File: config.mk
export PLATFORM = sky130hd
export DESIGN_NAME = hirq_ctrl
export DESIGN_NICKNAME = d
export VERILOG_FILES = /design/src/rtl/hirq_pkg.sv /design/src/rtl/hirq_dflag.sv /design/src/rtl/hirq_flag.sv /design/src/rtl/hirq_ctrl.sv
export SDC_FILE = /design/constraint.sdc
export NUM_CORES = 1
export LEC_CHECK = 0
export ABC_AREA = 0
export BUFFER_PORTS_ARGS = -buffer_cell sky130_fd_sc_hd__buf_4
export CORE_MARGIN = 5
export CORE_UTILIZATION = 35
export DETAILED_ROUTE_END_ITERATION = 7
export HOLD_SLACK_MARGIN = 0.05
export PLACE_DENSITY_LB_ADDON = 0.25
export SETUP_SLACK_MARGIN = 0.02
export SYNTH_ARGS = -nofsm -noshare
export SYNTH_HDL_FRONTEND = slang
export SYNTH_SLANG_ARGS = --single-unit
File: constraint.sdc
create_clock -name clk -period 1 [get_ports clk]
set_input_delay 0.05 -clock clk [delete_from_list [all_inputs] [get_ports clk]]
set_output_delay 0.05 -clock clk [all_outputs]
set_load 0.05 [all_outputs]
File: src/rtl/hirq_pkg.sv
package hirq_pkg;
  localparam int NCTL = 3;
  localparam int NSRC = 4;

  localparam int SRC_D0  = 0;
  localparam int SRC_D1  = 1;
  localparam int SRC_D2  = 2;
  localparam int SRC_T3  = 3;

  localparam int REG_KB  = 0;
  localparam int REG_A   = 1;
  localparam int REG_B   = 2;

  localparam int BIT_K1  = 0;
  localparam int BIT_K12 = 1;
  localparam int BIT_SMA = 0;
  localparam int BIT_SMB = 0;
  localparam int BIT_SMC = 1;
  localparam int SHA_LO  = 1;
  localparam int SHB_LO  = 2;
endpackage

File: src/rtl/hirq_dflag.sv
module hirq_dflag (
  input  logic clk,
  input  logic rst_n,
  input  logic wr_i,
  input  logic hrd_i,
  output logic pend_o
);
  logic pend_d;
  logic pend_en;

  always_comb begin
    pend_en = wr_i | hrd_i;
    pend_d  = pend_o;
    if (hrd_i)     pend_d = 1'b0;
    else if (wr_i) pend_d = 1'b1;
  end

  always_ff @(posedge clk or negedge rst_n) begin
    if (!rst_n)       pend_o <= 1'b0;
    else if (pend_en) pend_o <= pend_d;
  end
endmodule

File: src/rtl/hirq_flag.sv
module hirq_flag (
  input  logic clk,
  input  logic rst_n,
  input  logic guard_i,
  input  logic wr_i,
  input  logic wbit_i,
  input  logic rd_i,
  input  logic dpend_i,
  input  logic hrd_i,
  output logic en_o
);
  logic arm_q, arm_d, arm_en;
  logic en_d, en_en;
  logic set_ok, clr;

  always_comb begin
    set_ok = wr_i & wbit_i & arm_q & (~guard_i | dpend_i);
    clr    = (guard_i & hrd_i) | (wr_i & ~wbit_i);
    en_en  = set_ok | clr;
    en_d   = clr ? 1'b0 : 1'b1;
    arm_en = wr_i | rd_i;
    arm_d  = wr_i ? 1'b0 : ~en_o;
  end

  always_ff @(posedge clk or negedge rst_n) begin
    if (!rst_n) begin
      en_o  <= 1'b0;
    end else if (en_en) begin
      en_o  <= en_d;
    end
  end

  always_ff @(posedge clk or negedge rst_n) begin
    if (!rst_n) begin
      arm_q <= 1'b0;
    end else if (arm_en) begin
      arm_q <= arm_d;
    end
  end
endmodule

File: src/rtl/hirq_ctrl.sv
module hirq_ctrl
  import hirq_pkg::*;
#(
  parameter  int NSHR = 4,
  localparam int CW   = NSHR + 2
) (
  input  logic            clk,
  input  logic            rst_n,
  input  logic            mode_i,
  input  logic [NCTL-1:0] ctl_wr,
  input  logic [NCTL-1:0] ctl_rd,
  input  logic [CW-1:0]   ctl_wdata,
  input  logic [NSRC-1:0] dat_wr,
  input  logic [NSRC-1:0] host_rd,
  output logic            irq1_o,
  output logic            irq12_o,
  output logic            smi_o,
  output logic [NSHR-1:0] irqs_o
);
  logic [NSRC-1:0] dpend;
  logic [1:0]      kb_en;
  logic [2:0]      smi_en;
  logic [NSHR-1:0] sha_en;
  logic [NSHR-1:0] shb_en;
  logic            g_var;

  assign g_var = ~mode_i;

  for (genvar s = 0; s < NSRC; s++) begin : g_dat
    hirq_dflag u_df (
      .clk(clk), .rst_n(rst_n),
      .wr_i(dat_wr[s]), .hrd_i(host_rd[s]),
      .pend_o(dpend[s])
    );
  end

  for (genvar k = 0; k < 2; k++) begin : g_kb
    localparam int B = (k == 0) ? BIT_K1 : BIT_K12;
    hirq_flag u_f (
      .clk(clk), .rst_n(rst_n), .guard_i(1'b1),
      .wr_i(ctl_wr[REG_KB]), .wbit_i(ctl_wdata[B]), .rd_i(ctl_rd[REG_KB]),
      .dpend_i(dpend[SRC_D0]), .hrd_i(host_rd[SRC_D0]),
      .en_o(kb_en[k])
    );
  end

  for (genvar m = 0; m < 3; m++) begin : g_smi
    localparam int R = (m == 0) ? REG_A : REG_B;
    localparam int B = (m == 0) ? BIT_SMA : ((m == 1) ? BIT_SMB : BIT_SMC);
    localparam int S = (m == 0) ? SRC_D1 : ((m == 1) ? SRC_D2 : SRC_T3);
    hirq_flag u_f (
      .clk(clk), .rst_n(rst_n), .guard_i(g_var),
      .wr_i(ctl_wr[R]), .wbit_i(ctl_wdata[B]), .rd_i(ctl_rd[R]),
      .dpend_i(dpend[S]), .hrd_i(host_rd[S]),
      .en_o(smi_en[m])
    );
  end

  for (genvar j = 0; j < NSHR; j++) begin : g_shr
    hirq_flag u_fa (
      .clk(clk), .rst_n(rst_n), .guard_i(g_var),
      .wr_i(ctl_wr[REG_A]), .wbit_i(ctl_wdata[SHA_LO+j]), .rd_i(ctl_rd[REG_A]),
      .dpend_i(dpend[SRC_D1]), .hrd_i(host_rd[SRC_D1]),
      .en_o(sha_en[j])
    );
    hirq_flag u_fb (
      .clk(clk), .rst_n(rst_n), .guard_i(g_var),
      .wr_i(ctl_wr[REG_B]), .wbit_i(ctl_wdata[SHB_LO+j]), .rd_i(ctl_rd[REG_B]),
      .dpend_i(dpend[SRC_D2]), .hrd_i(host_rd[SRC_D2]),
      .en_o(shb_en[j])
    );
  end

  assign irq1_o  = kb_en[0];
  assign irq12_o = kb_en[1];
  assign smi_o   = |smi_en;
  assign irqs_o  = sha_en | shb_en;
endmodule

# == Yosys cells after proc, flatten, opt, wreduce, memory -nomap -nowiden ==
# Index checks and enable logic that the tools add are counted.
# word_totals
ff_bits,30
out_inout_bits,7
elab_cells,185
# classes
mux,34
bitwise,112
n_reduce_logical,9
# op_table
cell,n
$and A1 B1 Y1,55
$or A1 B1 Y1,36
$mux W1,34
$not A1 Y1,20
$reduce_and A2 Y1,4
$reduce_bool A2 Y1,4
$or A4 B4 Y4,1
$reduce_or A3 Y1,1

# == Logic depth before layout (Yosys ltp) ==
# Gate-level depths: netlist of the first run.
# logic_depth
word_depth,4
depth_mapped,3
ltp_nobuf,2

# == Cells and area by module ==
# From an unflattened synthesis of the first run, not the netlist that was laid out.
# hier_totals
cells_unflattened,132
hier_area_um2,1529.0
# by_module_without_submodules
mod,instances,cells_each,area_each_um2,seq_area_each_um2
hirq_flag,13,9,103.8,50.0
hirq_dflag,4,2,35.0,25.0
hirq_ctrl,1,7,38.8,0.0

# == Worst setup path after synthesis of the first run ==
# OpenSTA, ideal clock, no wires.
# synth_path
path_kind,flip-flop to output port
start,register g_smi[0].u_f.en_o
end,output port smi_o
t_arrival_ns,0.950
path_slack_ns,0.000
stages_incl_launch_ff,2
path_buffers,0
cell_sequence,dfrtp_1 -> or3_1
# synth_between
elab_chain_len,1
# synth_lines
item,line,text
from (decl),hirq_flag.sv:10,output logic en_o
from (signal assigned),hirq_flag.sv:29,en_o <= en_d;
$reduce_or A3 Y1,hirq_ctrl.sv:76,assign smi_o = |smi_en;
to (decl),hirq_ctrl.sv:17,"output logic smi_o,"
# Every way passes these cells.

# == Final worst setup path of the first run ==
# layout_path
start,register g_smi[2].u_f.en_o
end,output port smi_o
# layout_between
elab_chain_len,1
# layout_lines
item,line
from (decl),hirq_flag.sv:10
from (signal assigned),hirq_flag.sv:29
$reduce_or A3 Y1,hirq_ctrl.sv:76
# Every way passes these cells.

==> out/summary.md, run 1 <==
The run finished, with violations left. The checks that failed: setup timing. On the worst path, the slowest cell contributes a delay of 0.39 ns.

The proportion of synthesized flip-flops having asynchronous set or reset is 1.000. After synthesis, the largest family of logic cells by area is compound AO/OA/AOI/OAI gates. For this run, design rule violations remaining after detail routing come to 0. The top cell type by total area after synthesis is sky130_fd_sc_hd__dfrtp_1. The post-synthesis simple-gate area fraction came out at 0.09381. Measured along the y axis, the die boundary spans 72.65 µm.

The post-synthesis xor/xnor area fraction was 0. Average wire per cell in the routed design: 14.57 µm. IR analysis of the VDD net gives a maximum drop of 0.001011 V.

In this run the worst hold path is classified as in -> reg. The Yosys step of the flow raised 0 warnings. The total power draw came out at 0.002954 W. Number of antenna violations at the first check in global routing: 0.

After synthesis, the cell types taking the most area are sky130_fd_sc_hd__dfrtp_1, sky130_fd_sc_hd__a221oi_2, sky130_fd_sc_hd__a211oi_1. The count of endpoints failing setup in the final report is 1, and the layout cell share with drive strength beyond 1 is 0.4525. The run gives 4 as the iteration count of the initial detailed-routing pass. The first-pass GRT wire length was 5609 µm. The average instance in the mapped netlist occupies 11.26 µm². On the critical path, the stage with the largest delay is an instance of sky130_fd_sc_hd__or3_4. The run gives 0 as the number of slew-limit violations in the final report.

The most used flip-flop cell after synthesis is sky130_fd_sc_hd__dfrtp_1. The fraction of the mapped netlist area in adder cells was 0. Effective utilization at floorplan: 0.3670. The run gives 0.8997 nW as the leakage power.

The number of global-route vias before repair is 1,193, and the TritonCTS buffer count is 5. The run gives 18 as the number of different library cells in the post-synthesis netlist. The signal on the critical path passes through or3_4 > buf_8.

The cell area after synthesis was 1374 µm²; the count of flip-flops with a built-in enable after synthesis was 0. The detail route stage leaves a number of antenna-violating nets equal to 0. In this run the horizontal extent of the chip is 72.65 µm.

The run gives 3308 µm as the total routed wirelength. The area share of the largest cell type after synthesis works out to 0.5464. The total via count in the routed design was 1,121; the number of ports placed on the die boundary was 30.

The post-route core utilization came out at 0.5287. For this run the aggregate overflow at the end of global routing stands at 0. The post-synthesis compound-gate area fraction was 0.2832; the number of buffers added on ports was 29.

The final layout contains 202 nets. The first routing iteration left 62 violations. The clock tree buffer depth came out at 2. The run gives 0.1398 as the total track usage.

Timing would allow up to 800.5 MHz. Including well taps, the total number of placed cells is 196. The maximum fanout count along the critical path works out to 2.

In the synthesized netlist, the number of instances is 122. The most common cell in the synthesized netlist is sky130_fd_sc_hd__dfrtp_1. The transition time at the pin with the least slew margin came out at 0.3891 ns. The tree is rooted in a sky130_fd_sc_hd__clkbuf_8. The minimum clock period after layout works out to 1.249 ns. The run gives 0.02 ns as the worst setup slack for register-to-register paths.

The startpoint kind of the worst setup timing path was a flop. At the end of routability-driven placement, the weighted congestion stood at 0.7836. In this run the number of H-tree levels came out at 2. In the synthesized netlist, the cells that appear most often are sky130_fd_sc_hd__dfrtp_1, sky130_fd_sc_hd__nor2_1, sky130_fd_sc_hd__inv_1, sky130_fd_sc_hd__a211oi_1, sky130_fd_sc_hd__a221oi_2. The logs give 0 for the number of hold violations in the final report and 2139 µm for the detailed placer's ending HPWL. Power spread over the standard cell area amounts to 1492 nW/µm².

The final critical-path share of the clock period was 1.249; the number of cells in the finished layout apart from fillers was 227. The critical setup path kind was reg -> out. TritonCTS built the clock tree.

The worst slew slack as a fraction of its limit came out at 0.7406. The number of sinks on the clock net is 30. For the worst-case setup margin in the final layout, the log shows -0.2492 ns. The floorplan has 22 rows.

The mux contribution to synthesized area works out to 0. The number of register bits inferred by synthesis is 30. The placeable core region was 3744 µm². For the worst setup path, the data required time is 0.95 ns. For the final database, setup skew stands at 0.005153 ns. Setup total negative slack on the finished layout was measured at -0.2492 ns.

The logs give 0 for the max capacitance violation total and 0.5464 for the sequential share of the synthesized area. In the routed layout, each cell is associated on average with a via count of 4.938. The growth of design area from synthesis to finish is 44.08%. Arrival time at the worst endpoint: 1.20 ns. STA classifies the critical path endpoint as an output pin. The CTS clock-pin slew for the worst setup and hold paths was 0.06 ns; the maximum number of pins on one net before global-route repair was 31. At the later pin of the worst-skew pair, clock insertion delay measures 0.28 ns. The floorplan step defined a die boundary enclosing 5278 µm². When the netlist entered floorplanning its net count stood at 145. Setup repair after global routing could not meet its margin everywhere. Number of antenna repair diodes: 0.
[final cells by class]
type / count / area (µm²)
Clock buffer: 7 / 76.32
Timing Repair Buffer: 56 / 483.0
Multi-Input combinational cell: 69 / 543.0
Fill cell: 345 / 1764
Inverter: 17 / 63.81
Tap cell: 48 / 60.06
Sequential cell: 30 / 753.2
[stage by stage]
step / hold WS [ns] / setup slack [ns] / area, µm²
floorplan: -0.2456 / 0.05525 / 1379
global placement: -0.001535 / 0.02800 / 1638
detailed placement: 0.004042 / 0.02428 / 1638
CTS: 0.05560 / -0.2536 / 1946
global route: 0.06271 / -0.2786 / 1979
finish: 0.06361 / -0.2492 / 1979
[cells by family (layout without fill, tap and decap cells)]
family / after synthesis / after routing
AND/OR/NAND/NOR: 29 / 29
flip-flops: 30 / 30
buffers and inverters: 23 / 80
AO/OA/AOI/OAI: 40 / 40
[state kept, by name, summed over array words and instances (netlist names), 3 cells and up]
name / count
g_smi.u_f.arm_q: 3
g_smi.u_f.en_o: 3
g_shr.u_fa.en_o: 4
g_shr.u_fb.arm_q: 4
g_shr.u_fa.arm_q: 4
g_dat.u_df.pend_o: 4
g_shr.u_fb.en_o: 4
[where the power goes]
group	leakage, nW	internal, W	switching (W)
registers	0.388	0.00131	0.0000657
logic	0.474	0.000329	0.000364
clock network	0.0383	0.000477	0.000410
[cell usage in the layout (no fill, tap or decap), drive strengths merged]
cell type    synthesis  layout
clkbuf               0       7
o21bai               1       1
a221oi              11      11
nand2                4       4
a21oi                2       2
a211oi              14      14
a31oi                2       2
nor2                20      20
buf                  6      43
or3                  1       1
and2b                2       2
o211ai              10      10
inv                 17      17
dfrtp               30      30
nand2b               2       2
dlygate4sd3          0      13
[per-layer routing]
layer  global-route usage  routed length, µm  vias up
met2               0.2214               1645       35
met4              0.05328                 42        0
li1                     -                  -      546
met5                    0                  0        -
met1               0.1762               1414      535
met3              0.04683                206        5
[worst paths after layout]
path	depth (start not counted)	from	endpoint
hold / removal	2	ctl_wr[1]	g_smi[0].u_f.arm_q
hold reg to reg	1	g_shr[3].u_fb.en_o	g_shr[3].u_fb.arm_q
setup reg to reg	4	g_smi[2].u_f.en_o	g_smi[2].u_f.en_o
setup / recovery	2	g_smi[2].u_f.en_o	smi_o
min in group asynchronous	2	rst_n	g_kb[0].u_f.en_o
max in group asynchronous	2	rst_n	g_dat[2].u_df.pend_o
[repair_timing]
action / CTS / global route
setup endpoints to repair: 5 / 14
resized for setup: 20 / 4
hold endpoints to repair: 41 / 0
hold buffers: 13 / 0
pin swaps: 0 / 2
setup buffers: 8 / 4
[critical path: cells and delay by family (launching register included)]
family | cells | cell delay, ns
AND/OR/NAND/NOR | 1 | 0.39
flip-flops | 1 | 0.37
buffers and inverters | 1 | 0.16
No activity file was read; power rests on OpenSTA's default activity.
==> run 2, diff against run 1 <==
GPL_TIMING_DRIVEN = 0   (was not set)
PLACE_DENSITY = 0.63   (was not set)
PLACE_DENSITY_LB_ADDON = not set   (was 0.25)
==> out/summary.md, run 2 (synthesis results as in run 1) <==
The run finished, with violations left. The final reports fail on setup timing. The tools report the number of antenna violations at the first check in global routing as 0. The cell family contributing the most delay on the critical path was flip-flops.

Number of nets with antenna violations after detailed routing: 0. Traced cell by cell, the critical path runs through or3_4 > buf_8. The most common library cell in the layout ignoring fill and taps was sky130_fd_sc_hd__buf_4.

The clock insertion delay at the later pin of the skew report is 0.28 ns, and the area of the die is 5278 µm². The category of the worst setup path capture point was an output pin. The minimum clock period after layout was 1.258 ns. The worst hold path class was in -> reg.

Leaving out fill and tap cells, the most frequent cells in the layout are sky130_fd_sc_hd__buf_4, sky130_fd_sc_hd__dfrtp_1, sky130_fd_sc_hd__nor2_1, sky130_fd_sc_hd__a211oi_1, sky130_fd_sc_hd__dlygate4sd3_1. The final layout contains routed wiring with a total length of 3493 µm. The final worst clock skew was 0.005922 ns; the die span in y was 72.65 µm.

The tools report the leakage power as 0.9232 nW. The first global-routing pass estimated 5789 µm of wire. The design draws 0.003041 W.

The floorplan die width is 72.65 µm, and the detailed placer's ending HPWL is 2276 µm. Placeable core region: 3744 µm². For this design the top-level I/O count stands at 30.

Summed over all failing endpoints, the final setup total negative slack is -0.2664 ns. The count of buffering cells on the critical path with inverters included was 1; the total via count in the routed design was 1,184. Cell row count: 22. For the number of global-route vias before repair, the log shows 1,247. The average wire per cell in the routed design is 15.12 µm, and the number of antenna repair diodes is 0.

After clock tree synthesis, the clock-pin slew on the worst setup and hold paths is 0.06 ns. Along the worst path, the maximum fanout reaches 4. Power spread over the standard cell area amounts to 1509 nW/µm². The finished layout holds 231 standard cells, fillers aside. The biggest cell delay along the critical path was 0.42 ns; the worst slew slack as a fraction of its limit was 0.7436. Setup repair after global routing could not meet its margin everywhere. The global placer's final weighted congestion was 0.7487; the cell total after placement was 197. The tree is rooted in a sky130_fd_sc_hd__clkbuf_8. The run gives 0 as the number of slew-limit violations in the final report. At the worst endpoint, the required time is 0.95 ns.

For this run, the detailed router's first-pass iteration total came to 4. The tools report the effective utilization at floorplan as 0.3670. The final critical-path share of the clock period is 1.258. In this run, the number of DRC markers left after iteration 0 of detailed routing was 83. STA classifies the critical path startpoint as a flop. The transition time at the pin with the least slew margin is 0.3845 ns, and the number of sinks on the clock net is 30. For this run, the top clock speed supported by timing is 794.7 MHz. After global routing the overflow that remains totals 0. The remaining routing DRC violations came out at 0. Setup violations remaining at the end of the flow were counted as 2.

The count of buffers added on input and output ports is 27. Maximum number of pins on one net before global-route repair: 31. Max-cap violations in this run came to 0. After the last flow step, the layout net total stands at 207. The arrival time at the worst endpoint is 1.21 ns, and the worst slack at placement is -0.01534 ns. The layout cell share with drive strength beyond 1 was 0.4699; the number of hold violations in the final report was 0. The total track usage was 0.1441; the per-cell via count in the routed design was 5.126. TritonCTS built the clock tree. The H-tree was split into 2 levels.

The slowest stage of the critical path is the sky130_fd_sc_hd__dfrtp_1 cell. The TritonCTS buffer count was 5. Across the VDD grid, the largest voltage drop is 0.0009763 V. The growth of design area from synthesis to finish was 46.63%; the clock tree buffer depth was 2. Worst-case setup margin in the final layout: -0.2583 ns.

The critical path in this run is classified as reg -> out.
[run 2: cell types whose count changed in the layout (fill, tap and decap cells not counted)]
cell                       change
sky130_fd_sc_hd__buf_6         -1
sky130_fd_sc_hd__a211oi_2      -1
sky130_fd_sc_hd__buf_2         +3
sky130_fd_sc_hd__clkbuf_1      -2
sky130_fd_sc_hd__clkbuf_8      +1
sky130_fd_sc_hd__buf_8         +1
sky130_fd_sc_hd__a211oi_1      +1
sky130_fd_sc_hd__buf_4         +2
[run 2: worst paths after layout]
kind	depth (start not counted)	startpoint	slack (ns)	end
min in group asynchronous	2	rst_n	0.23	g_shr[3].u_fa.arm_q
setup reg to reg	4	g_shr[0].u_fb.en_o	0.05	g_shr[0].u_fb.en_o
max in group asynchronous	2	rst_n	0.46	g_dat[2].u_df.pend_o
hold reg to reg	1	g_shr[3].u_fa.en_o	0.47	g_shr[3].u_fa.arm_q
setup / recovery	2	g_smi[2].u_f.en_o	-0.26	smi_o
hold / removal	2	ctl_wr[2]	0.07	g_smi[2].u_f.en_o
[run 2: layout make-up]
cell class / instances / area [µm²]
fillers: 355 / 1729
flip-flops and latches: 30 / 753.2
multi-input cells: 69 / 538.0
repair buffers: 55 / 475.5
clock buffers: 6 / 82.58
inverters: 17 / 63.81
well taps: 48 / 60.06
plain buffers: 6 / 41.29
[run 2: repair_timing]
item / 4_1_cts / 5_1_grt
buffers inserted: 10 / 5
gates resized for setup: 21 / 2
hold buffers: 13 / 0
pin swaps: 1 / 1
endpoints found under the hold margin: 40 / 0
setup endpoints to repair: 6 / 9
[run 2: power by group]
| part | switching, W | leakage (nW) | internal [W] |
|---|---|---|---|
| Sequential | 0.0000719 | 0.388 | 0.00131 |
| Combinational | 0.000369 | 0.492 | 0.000342 |
| Clock | 0.000421 | 0.0431 | 0.000529 |
[run 2: through the flow]
step | area (µm²) | hold WS, ns | util
6_report | 2014 | 0.07050 | 0.5381
4_1_cts | 1971 | 0.05903 | 0.5264
3_3_place_gp | 1642 | -0.003999 | 0.4385
3_5_place_dp | 1642 | 0.0005225 | 0.4385
2_1_floorplan | 1379 | -0.2456 | -
5_1_grt | 2014 | 0.08238 | 0.5381
[run 2: per-layer routing]
metal / GRT usage / wire (µm) / share of wire / vias to the layer above
met5: 0 / 0 / 0 / -
li1: - / - / - / 561
met3: 0.04959 / 207 / 0.059 / 8
met4: 0.05533 / 51 / 0.015 / 0
met1: 0.1754 / 1532 / 0.44 / 578
met2: 0.2345 / 1701 / 0.49 / 37
